==> config.mk <==
export PLATFORM = sky130hd
export DESIGN_NAME = sinc3_chop_decim
export DESIGN_NICKNAME = d
export VERILOG_FILES = /design/src/rtl/sinc3_pkg.sv /design/src/rtl/s3_integ.sv /design/src/rtl/s3_comb.sv /design/src/rtl/s3_ctrl.sv /design/src/rtl/sinc3_chop_decim.sv
export SDC_FILE = /design/constraint.sdc
export NUM_CORES = 1
export LEC_CHECK = 0
export BUFFER_PORTS_ARGS = -buffer_cell sky130_fd_sc_hd__buf_2
export CORE_UTILIZATION = 59
export CTS_CLUSTER_DIAMETER = 60
export DETAILED_ROUTE_END_ITERATION = 7
export GPL_ROUTABILITY_DRIVEN = 1
export GPL_TIMING_DRIVEN = 1
export PLACE_DENSITY_LB_ADDON = 0.25
export SYNTH_ARGS = -nofsm -noshare
export SYNTH_HDL_FRONTEND = slang
export SYNTH_SLANG_ARGS = --single-unit
==> constraint.sdc <==
create_clock -name clk -period 12.95 [get_ports clk]
set_input_delay 2.59 -clock clk [delete_from_list [all_inputs] [get_ports clk]]
set_output_delay 2.59 -clock clk [all_outputs]
set_load 0.05 [all_outputs]
==> src/rtl/sinc3_pkg.sv <==
package sinc3_pkg;
  // number of integrator / comb stages (filter order)
  localparam int STAGES = 3;

  // accumulator width needed for a STAGES-order filter with an sf_w-bit factor
  function automatic int acc_width(input int sf_w);
    return STAGES * sf_w + 1;
  endfunction
endpackage

==> src/rtl/s3_integ.sv <==
module s3_integ
  import sinc3_pkg::*;
#(
  parameter int ACC_W = 37
) (
  input  logic                    clk,
  input  logic                    rst_n,
  input  logic                    clr,
  input  logic                    en,
  input  logic                    neg,
  output logic signed [ACC_W-1:0] last_nx
);
  logic signed [ACC_W-1:0] sum [STAGES+1];

  // +1 or -1 feeding the first running sum
  assign sum[0] = neg ? {ACC_W{1'b1}} : {{(ACC_W-1){1'b0}}, 1'b1};

  for (genvar g = 0; g < STAGES; g++) begin : g_stage
    logic signed [ACC_W-1:0] acc_q, acc_d;

    assign sum[g+1] = acc_q + sum[g];

    always_comb begin
      acc_d = acc_q;
      if (clr)     acc_d = '0;
      else if (en) acc_d = sum[g+1];
    end

    always_ff @(posedge clk or negedge rst_n) begin
      if (!rst_n) acc_q <= '0;
      else        acc_q <= acc_d;
    end
  end

  assign last_nx = sum[STAGES];
endmodule

==> src/rtl/s3_comb.sv <==
module s3_comb
  import sinc3_pkg::*;
#(
  parameter int ACC_W = 37
) (
  input  logic                    clk,
  input  logic                    rst_n,
  input  logic                    clr,
  input  logic                    fire,
  input  logic signed [ACC_W-1:0] din,
  output logic signed [ACC_W-1:0] dout
);
  logic signed [ACC_W-1:0] diff [STAGES+1];

  assign diff[0] = din;

  for (genvar g = 0; g < STAGES; g++) begin : g_stage
    logic signed [ACC_W-1:0] dly_q, dly_d;

    assign diff[g+1] = diff[g] - dly_q;

    always_comb begin
      dly_d = dly_q;
      if (clr)       dly_d = '0;
      else if (fire) dly_d = diff[g];
    end

    always_ff @(posedge clk or negedge rst_n) begin
      if (!rst_n) dly_q <= '0;
      else        dly_q <= dly_d;
    end
  end

  assign dout = diff[STAGES];
endmodule

==> src/rtl/s3_ctrl.sv <==
module s3_ctrl #(
  parameter int SF_W = 12
) (
  input  logic            clk,
  input  logic            rst_n,
  input  logic            samp_en,
  input  logic [SF_W-1:0] sf_word,
  input  logic            chop_en,
  output logic            take,
  output logic            fire,
  output logic            emit,
  output logic            clr,
  output logic            cfg_chg,
  output logic            chop_q,
  output logic            pol_q,
  output logic [SF_W-1:0] scnt_q,
  output logic [SF_W-1:0] last_idx
);
  localparam int DC_W = 2;
  localparam logic [DC_W-1:0] DC_FULL = DC_W'(3);

  logic [SF_W-1:0] sf_q, sf_d, scnt_d;
  logic [DC_W-1:0] dcnt_q, dcnt_d;
  logic            chop_d, pol_d, flush;

  assign cfg_chg  = (sf_word != sf_q) || (chop_en != chop_q);
  assign last_idx = (sf_q == '0) ? '0 : sf_q - 1'b1;
  assign take     = samp_en && !cfg_chg;
  assign fire     = take && (scnt_q == last_idx);
  // third and later window ends carry a fully settled result
  assign emit     = fire && dcnt_q[1];
  assign flush    = emit && chop_q;
  assign clr      = cfg_chg || flush;

  always_comb begin
    sf_d   = sf_word;
    chop_d = chop_en;
    scnt_d = scnt_q;
    dcnt_d = dcnt_q;
    pol_d  = pol_q;
    if (cfg_chg) begin
      scnt_d = '0;
      dcnt_d = '0;
      pol_d  = 1'b0;
    end else if (fire) begin
      scnt_d = '0;
      if (flush) begin
        dcnt_d = '0;
        pol_d  = !pol_q;
      end else if (dcnt_q != DC_FULL) begin
        dcnt_d = dcnt_q + 1'b1;
      end
    end else if (take) begin
      scnt_d = scnt_q + 1'b1;
    end
  end

  always_ff @(posedge clk or negedge rst_n) begin
    if (!rst_n) begin
      sf_q   <= '0;
      chop_q <= 1'b0;
      scnt_q <= '0;
      dcnt_q <= '0;
      pol_q  <= 1'b0;
    end else begin
      sf_q   <= sf_d;
      chop_q <= chop_d;
      scnt_q <= scnt_d;
      dcnt_q <= dcnt_d;
      pol_q  <= pol_d;
    end
  end
endmodule

==> src/rtl/sinc3_chop_decim.sv <==
module sinc3_chop_decim
  import sinc3_pkg::*;
#(
  parameter int SF_W  = 12,
  parameter int ACC_W = acc_width(SF_W)
) (
  input  logic                    clk,
  input  logic                    rst_n,
  input  logic                    samp_en,
  input  logic                    samp_bit,
  input  logic [SF_W-1:0]         sf_word,
  input  logic                    chop_en,
  output logic signed [ACC_W-1:0] result,
  output logic                    result_valid,
  output logic                    chop_pol
);
  logic [1:0] rst_sync;
  logic       rst_q;

  always_ff @(posedge clk or negedge rst_n) begin
    if (!rst_n) rst_sync <= 2'b00;
    else        rst_sync <= {rst_sync[0], 1'b1};
  end
  assign rst_q = rst_sync[1];

  logic            ctl_take, ctl_fire, ctl_emit, ctl_clr, ctl_chg, ctl_chop, ctl_pol;
  logic [SF_W-1:0] ctl_scnt, ctl_last;
  logic signed [ACC_W-1:0] integ_nx, comb_out;

  s3_ctrl #(.SF_W(SF_W)) u_ctrl (
    .clk(clk), .rst_n(rst_q), .samp_en(samp_en), .sf_word(sf_word),
    .chop_en(chop_en), .take(ctl_take), .fire(ctl_fire), .emit(ctl_emit),
    .clr(ctl_clr), .cfg_chg(ctl_chg), .chop_q(ctl_chop), .pol_q(ctl_pol),
    .scnt_q(ctl_scnt), .last_idx(ctl_last)
  );

  s3_integ #(.ACC_W(ACC_W)) u_integ (
    .clk(clk), .rst_n(rst_q), .clr(ctl_clr), .en(ctl_take),
    .neg(!samp_bit ^ (ctl_chop && ctl_pol)), .last_nx(integ_nx)
  );

  s3_comb #(.ACC_W(ACC_W)) u_comb (
    .clk(clk), .rst_n(rst_q), .clr(ctl_clr), .fire(ctl_fire),
    .din(integ_nx), .dout(comb_out)
  );

  logic signed [ACC_W-1:0] res_d;
  logic                    vld_d;

  always_comb begin
    res_d = result;
    vld_d = ctl_emit;
    if (ctl_emit) res_d = (ctl_chop && ctl_pol) ? -comb_out : comb_out;
  end

  always_ff @(posedge clk or negedge rst_q) begin
    if (!rst_q) begin
      result       <= '0;
      result_valid <= 1'b0;
    end else begin
      result       <= res_d;
      result_valid <= vld_d;
    end
  end

  assign chop_pol = ctl_pol;
endmodule

## Word-level counts from Yosys, hierarchy flattened

Index checks and enable logic that the tools add are counted.

| storage, ports and cells | value |
|---|---|
| register bits after elaboration | 290 |
| bits of input ports | 17 |
| word-level logic and storage cells | 73 |

| operators by class | value |
|---|---|
| $add $sub $neg | 10 |
| equality and inequality tests | 4 |
| multiplexer cells | 25 |
| bitwise operators | 1 |
| reduce and logical (&&, ||, !) cells | 19 |

Operators with widths:

| operator | count |
|---|---|
| two-way mux 37 bit | 14 |
| adder 37 bit | 3 |
| subtractor 37 bit | 3 |
| two-way mux 12 bit | 4 |
| negation 37 bit | 1 |
| adder 12 x 1 -> 12 bit, second input constant | 1 |
| equality test 12 bit | 1 |
| logical NOT 12 bit | 1 |
| inequality test 12 bit | 1 |
| subtractor 12 x 1 -> 12 bit, second input constant | 1 |
| two-way mux 2 bit | 4 |
| nonzero test 2 bit | 4 |
| nonzero test 3 bit | 2 |
| logical AND 1 bit | 5 |
| AND reduction 2 bit | 2 |
| logical NOT 1 bit | 3 |
| two-way mux 1 bit | 3 |
| adder 2 x 1 -> 2 bit, second input constant | 1 |
| logical OR 1 bit | 2 |
| inequality test 2 bit, second input constant | 1 |
| inequality test 1 bit | 1 |
| bitwise XOR 1 bit | 1 |

## Longest topological paths before layout

| depth | value |
|---|---|
| depth in word-level cells | 11 |
| depth in mapped cells | 62 |

## Cells and area by module

Synthesis repeated with hierarchy kept, for this count alone.

| second synthesis, totals | value |
|---|---|
| cell total of the unflattened synthesis | 2865 |
| area, all modules | 24873.9 sq um |

By module, submodules not included:

| module | times used | cells each | area an instance (sq um) | seq. area each (sq um) |
|---|---|---|---|---|
| s3_comb | 1 | 1212 | 10257.3 | 2777.7 |
| s3_integ | 1 | 1169 | 10217.3 | 2777.7 |
| sinc3_chop_decim | 1 | 244 | 2348.5 | 1001.0 |
| s3_ctrl | 1 | 240 | 2050.7 | 700.7 |

## Worst setup path before layout

Ideal clock, no wire load.

| timing | value |
|---|---|
| kind | input -> register |
| start | in samp_bit |
| end | reg result[36] |
| library setup time | 0.125 ns |
| data arrival time | 14.666 ns |
| setup slack | -1.841 ns |
| stages | 53 |
| path buffers | 1 |
| path through | xnor2_1 -> inv_1 -> fa_1 -> nand2b_1 -> a21oi_1 -> nor3_1 -> nor4_1 -> nand2_1 -> nand2_1 -> xor2_1 -> ha_1 -> nand2_1 -> nor2_1 -> and3_1 -> a32oi_1 -> nand2_1 -> o41ai_1 -> xnor2_1 -> (+17 left out) -> xnor2_1 -> ha_1 -> a21o_1 -> a21oi_1 -> o21a_1 -> o21a_1 -> o21bai_1 -> a21oi_1 -> xnor2_1 -> ha_1 -> and3_1 -> a2111oi_0 -> o211ai_1 -> or4_1 -> o31ai_2 -> xnor2_1 -> xnor2_1 -> mux2_2 |

| between the ends | value |
|---|---|
| longest elaborated chain between the ends | 11 |

Ends and longest elaborated chain:

| what | line | text |
|---|---|---|
| start: declaration | sinc3_chop_decim.sv:10 | `input logic samp_bit,` |
| logical NOT 1 bit (*) | sinc3_chop_decim.sv:39 | `.neg(!samp_bit ^ (ctl_chop && ctl_pol)), .last_nx(integ_nx)` |
| bitwise XOR 1 bit (*) | sinc3_chop_decim.sv:39 |  |
| two-way mux 37 bit (*) | s3_integ.sv:16 | `assign sum[0] = neg ? {ACC_W{1'b1}} : {{(ACC_W-1){1'b0}}, 1'b1};` |
| adder 37 bit (*) (3 in a row) | s3_integ.sv:21 | `assign sum[g+1] = acc_q + sum[g];` |
| subtractor 37 bit (*) (3 in a row) | s3_comb.sv:20 | `assign diff[g+1] = diff[g] - dly_q;` |
| negation 37 bit | sinc3_chop_decim.sv:53 | `if (ctl_emit) res_d = (ctl_chop && ctl_pol) ? -comb_out : comb_out;` |
| two-way mux 37 bit (*) | sinc3_chop_decim.sv:53 |  |
| end signal: assignment | sinc3_chop_decim.sv:61 | `result <= res_d;` |
| end: declaration | sinc3_chop_decim.sv:13 | `output logic signed [ACC_W-1:0] result,` |

Mark *: on every way between the ends. The rest lies on a longest branch, timed or not.
A chain may end at the register's enable or synchronous reset.

## Worst setup path after layout

Ends and elaborated chain as after synthesis.

==> out/metrics.yaml <==
timing:
  hold_viol_final: 0
  fin_tns_setup_ns: -0.0205
  period_share_pct: 100
  finalClockSkew_ns: 0.0198
  period_needed_ns: 12.97
  max_freq_mhz: 77.1
  worst_slack_ns: -0.0205
  slew_violations: 0
  worst_pin_slew_ns: 1.24
  relSlewSlack_pct: 17.5
  grt_setup_unrepaired: "yes"
  setup_viol: 1
worst_setup_path:
  cpPeakStageDelay_ns: 0.51
  critPathMaxFanout: 5
  start_kind: "primary input"
  required_ns: 13.39
  cp_slowest_cell: "or4_1"
  crit_path_end_kind: "register"
  crit_path_frequent_cell: "a21oi_2"
  crit_type: "primary input to register"
  arrival_ns: 13.41
floorplan:
  dieArea_um2: 40000
  die_h_um: 200
  core_area_um2: 38600
  core.rowCount: 72
  die_w_um: 200
  pin_count: 56
  initial_core_util_pct: 59.9
final_layout:
  fillers: 2798
  antenna_cells: 0
  mostFrequentLayoutCell: "nand2_1"
  finalNetCount: 3241
  area_delta_synth_final_pct: 21.7
  drive_gt1_share_pct: 19.1
  stdcell_area_um2: 28100
  mostFrequentLayoutCells: "nand2_1, dfrtp_1, buf_4"
power:
  total_leakage_power_nw: 13.7
  peakVddDrop_mv: 0.0957
  power.density_nw_per_um2: 103
  totalPowerFinal_mw: 2.91
logic_synthesis:
  ys_warn_count: 0
  synth_edf_count: 0
  synth-main-ff-cell: "dfrtp_1"
  synth_top_area_share_pct: 31.4
  ys_types: 84
  synthCells: 2732
  yosysTopAreaCell: "dfrtp_1"
  async_reset_ff_share_pct: 100
  avgSynthCellArea_um2: 8.47
  synth_nets: 2987
  synthTopCellsByArea: "dfrtp_1, ha_1, xnor2_1"
  syn_area_um2: 23100
  ys_ff_latch: 290
  ys_seq_area_share_pct: 31.4
placement:
  postPlaceCellArea_um2: 25500
  io_buffer_count: 55
  pre_cts_ws_ns: -0.355
  dp_hpwl_um: 39500
  gp_congestion: 0.930
global_route:
  antenna_found_initial: 0
  grt_pass1_vias: 20700
  grt_max_degree: 175
  grt.total_usage_pct: 28.1
  grt_overflow_total: 0
  grt_pass1_wl_um: 93600
clock_network:
  cts_hold_buf: 0
  htreeDepth: 2
  cts_sinks: 290
  cts_buffer_depth: 3
  root_buffer: "clkbuf_16"
  clkLatencyLatePin_ns: 0.56
  cts_inserted_buffers: 38
  cts_tree: "yes"
  clk_pin_slew_ns: 0.06
run_status:
  violations: "setup timing"
  status: "finished with violations"
routing:
  drt_first_pass_iters: 5
  ant_nets: 0
  vias: 21000
  viasPerCell: 5.95
  drt-initial-drc-count: 1423
  post-route-drc-count: 0
  drt_wl_total_um: 58700
  routedWlPerCell_um: 16.6
flow_run:
  cap_violations: 0
hold_path:
  hold_class: "register to asynchronous set/reset pin"
path summary, 6_finish.rpt:
path	start	endpoint	slack, ns	cells after the start
hold / removal	rst_sync[1]	u_integ.g_stage[1].acc_q[1]	0.30	0
min in group clk	rst_sync[0]	rst_sync[1]	0.38	0
max in group asynchronous	rst_sync[1]	u_integ.g_stage[2].acc_q[19]	10.41	2
setup reg to reg	u_ctrl.chop_q	result[36]	1.27	58
setup / recovery	samp_bit	result[36]	-0.02	58
hold reg to reg	rst_sync[1]	u_integ.g_stage[1].acc_q[1]	0.30	0
cells in the mapped netlist, types with 30 or more instances:
library cell / number
nand2b_1: 31
and3_1: 30
nand3_1: 137
nor3_1: 47
xor2_1: 91
inv_1: 192
o21a_1: 40
dfrtp_1: 290
a22o_1: 102
nand2_1: 342
nor2b_1: 34
a21o_1: 94
a21oi_1: 183
nor2_1: 151
clkbuf_1: 66
o21ai_0: 151
ha_1: 232
xnor2_1: 169
cells by family after synthesis:
group	count (synthesis)	share of synthesized area, %
buf+inv	276	4.54
flops	290	31.4
simple gates	879	17.7
mux	15	0.660
xor+xnor	260	9.84
fa+ha+maj	238	13.1
compound gates	773	22.8
other cells	1	0.0162
routing by layer:
metal  up-vias  global-route usage [%]  part of all wire, %
met3       145                    3.80                  4.6
met5         -                       0                    0
li1      10200                       -                    -
met4         0                    9.08                  2.8
met1     10100                    34.8                   43
met2       543                    50.2                   50
power breakdown:
group          internal [mW]  switching [mW]  leakage [nW]
Combinational          0.423           0.491          9.05
Clock                  0.673           0.411         0.634
Sequential             0.909         0.00563          4.02
Total                   2.00           0.908          13.7
registers in the layout, summed over array words and instances (netlist names):
| name | count |
|---|---|
| rst_sync | 2 |
| result | 37 |
| u_ctrl.dcnt_q | 2 |
| u_ctrl.pol_q | 1 |
| u_ctrl.scnt_q | 12 |
| u_comb.g_stage.dly_q | 111 |
| result_valid | 1 |
| u_integ.g_stage.acc_q | 111 |
| u_ctrl.chop_q | 1 |
| u_ctrl.sf_q | 12 |
worst max-delay path: cells and delay by family:
kind	cells	cell delay (ns)
AND/OR/NAND/NOR	12	1.78
buffers and inverters	8	1.04
AO/OA/AOI/OAI	23	4.52
multiplexers	1	0.26
adder cells (fa/ha/maj)	6	1.82
XOR/XNOR	8	1.40
stage by stage:
stage / instances / hold WS (ns) / utilization, %
2_1_floorplan: 2732 / 0.331 / -
3_3_place_gp: 3419 / 0.303 / 65.9
3_5_place_dp: 3419 / 0.309 / 65.9
4_1_cts: 3487 / 0.317 / 69.2
5_1_grt: 3532 / 0.337 / 72.8
6_report: 3532 / 0.297 / 72.8
cell type report:
type,instances,area (um2),area share (%)
inverter,192,721,2.56
clock buffer,54,1100,3.92
timing repair buffer,298,2150,7.64
multi-input combinational,2166,16100,57.1
clock inverter,14,184,0.653
sequential,290,7260,25.8
tap,518,648,2.30
what timing repair did:
action                     in CTS  in global routing
buffers inserted                0                 44
resized for setup               0                190
setup endpoints to repair       0                 12
Note: power is estimated with default switching activity, not from simulation.
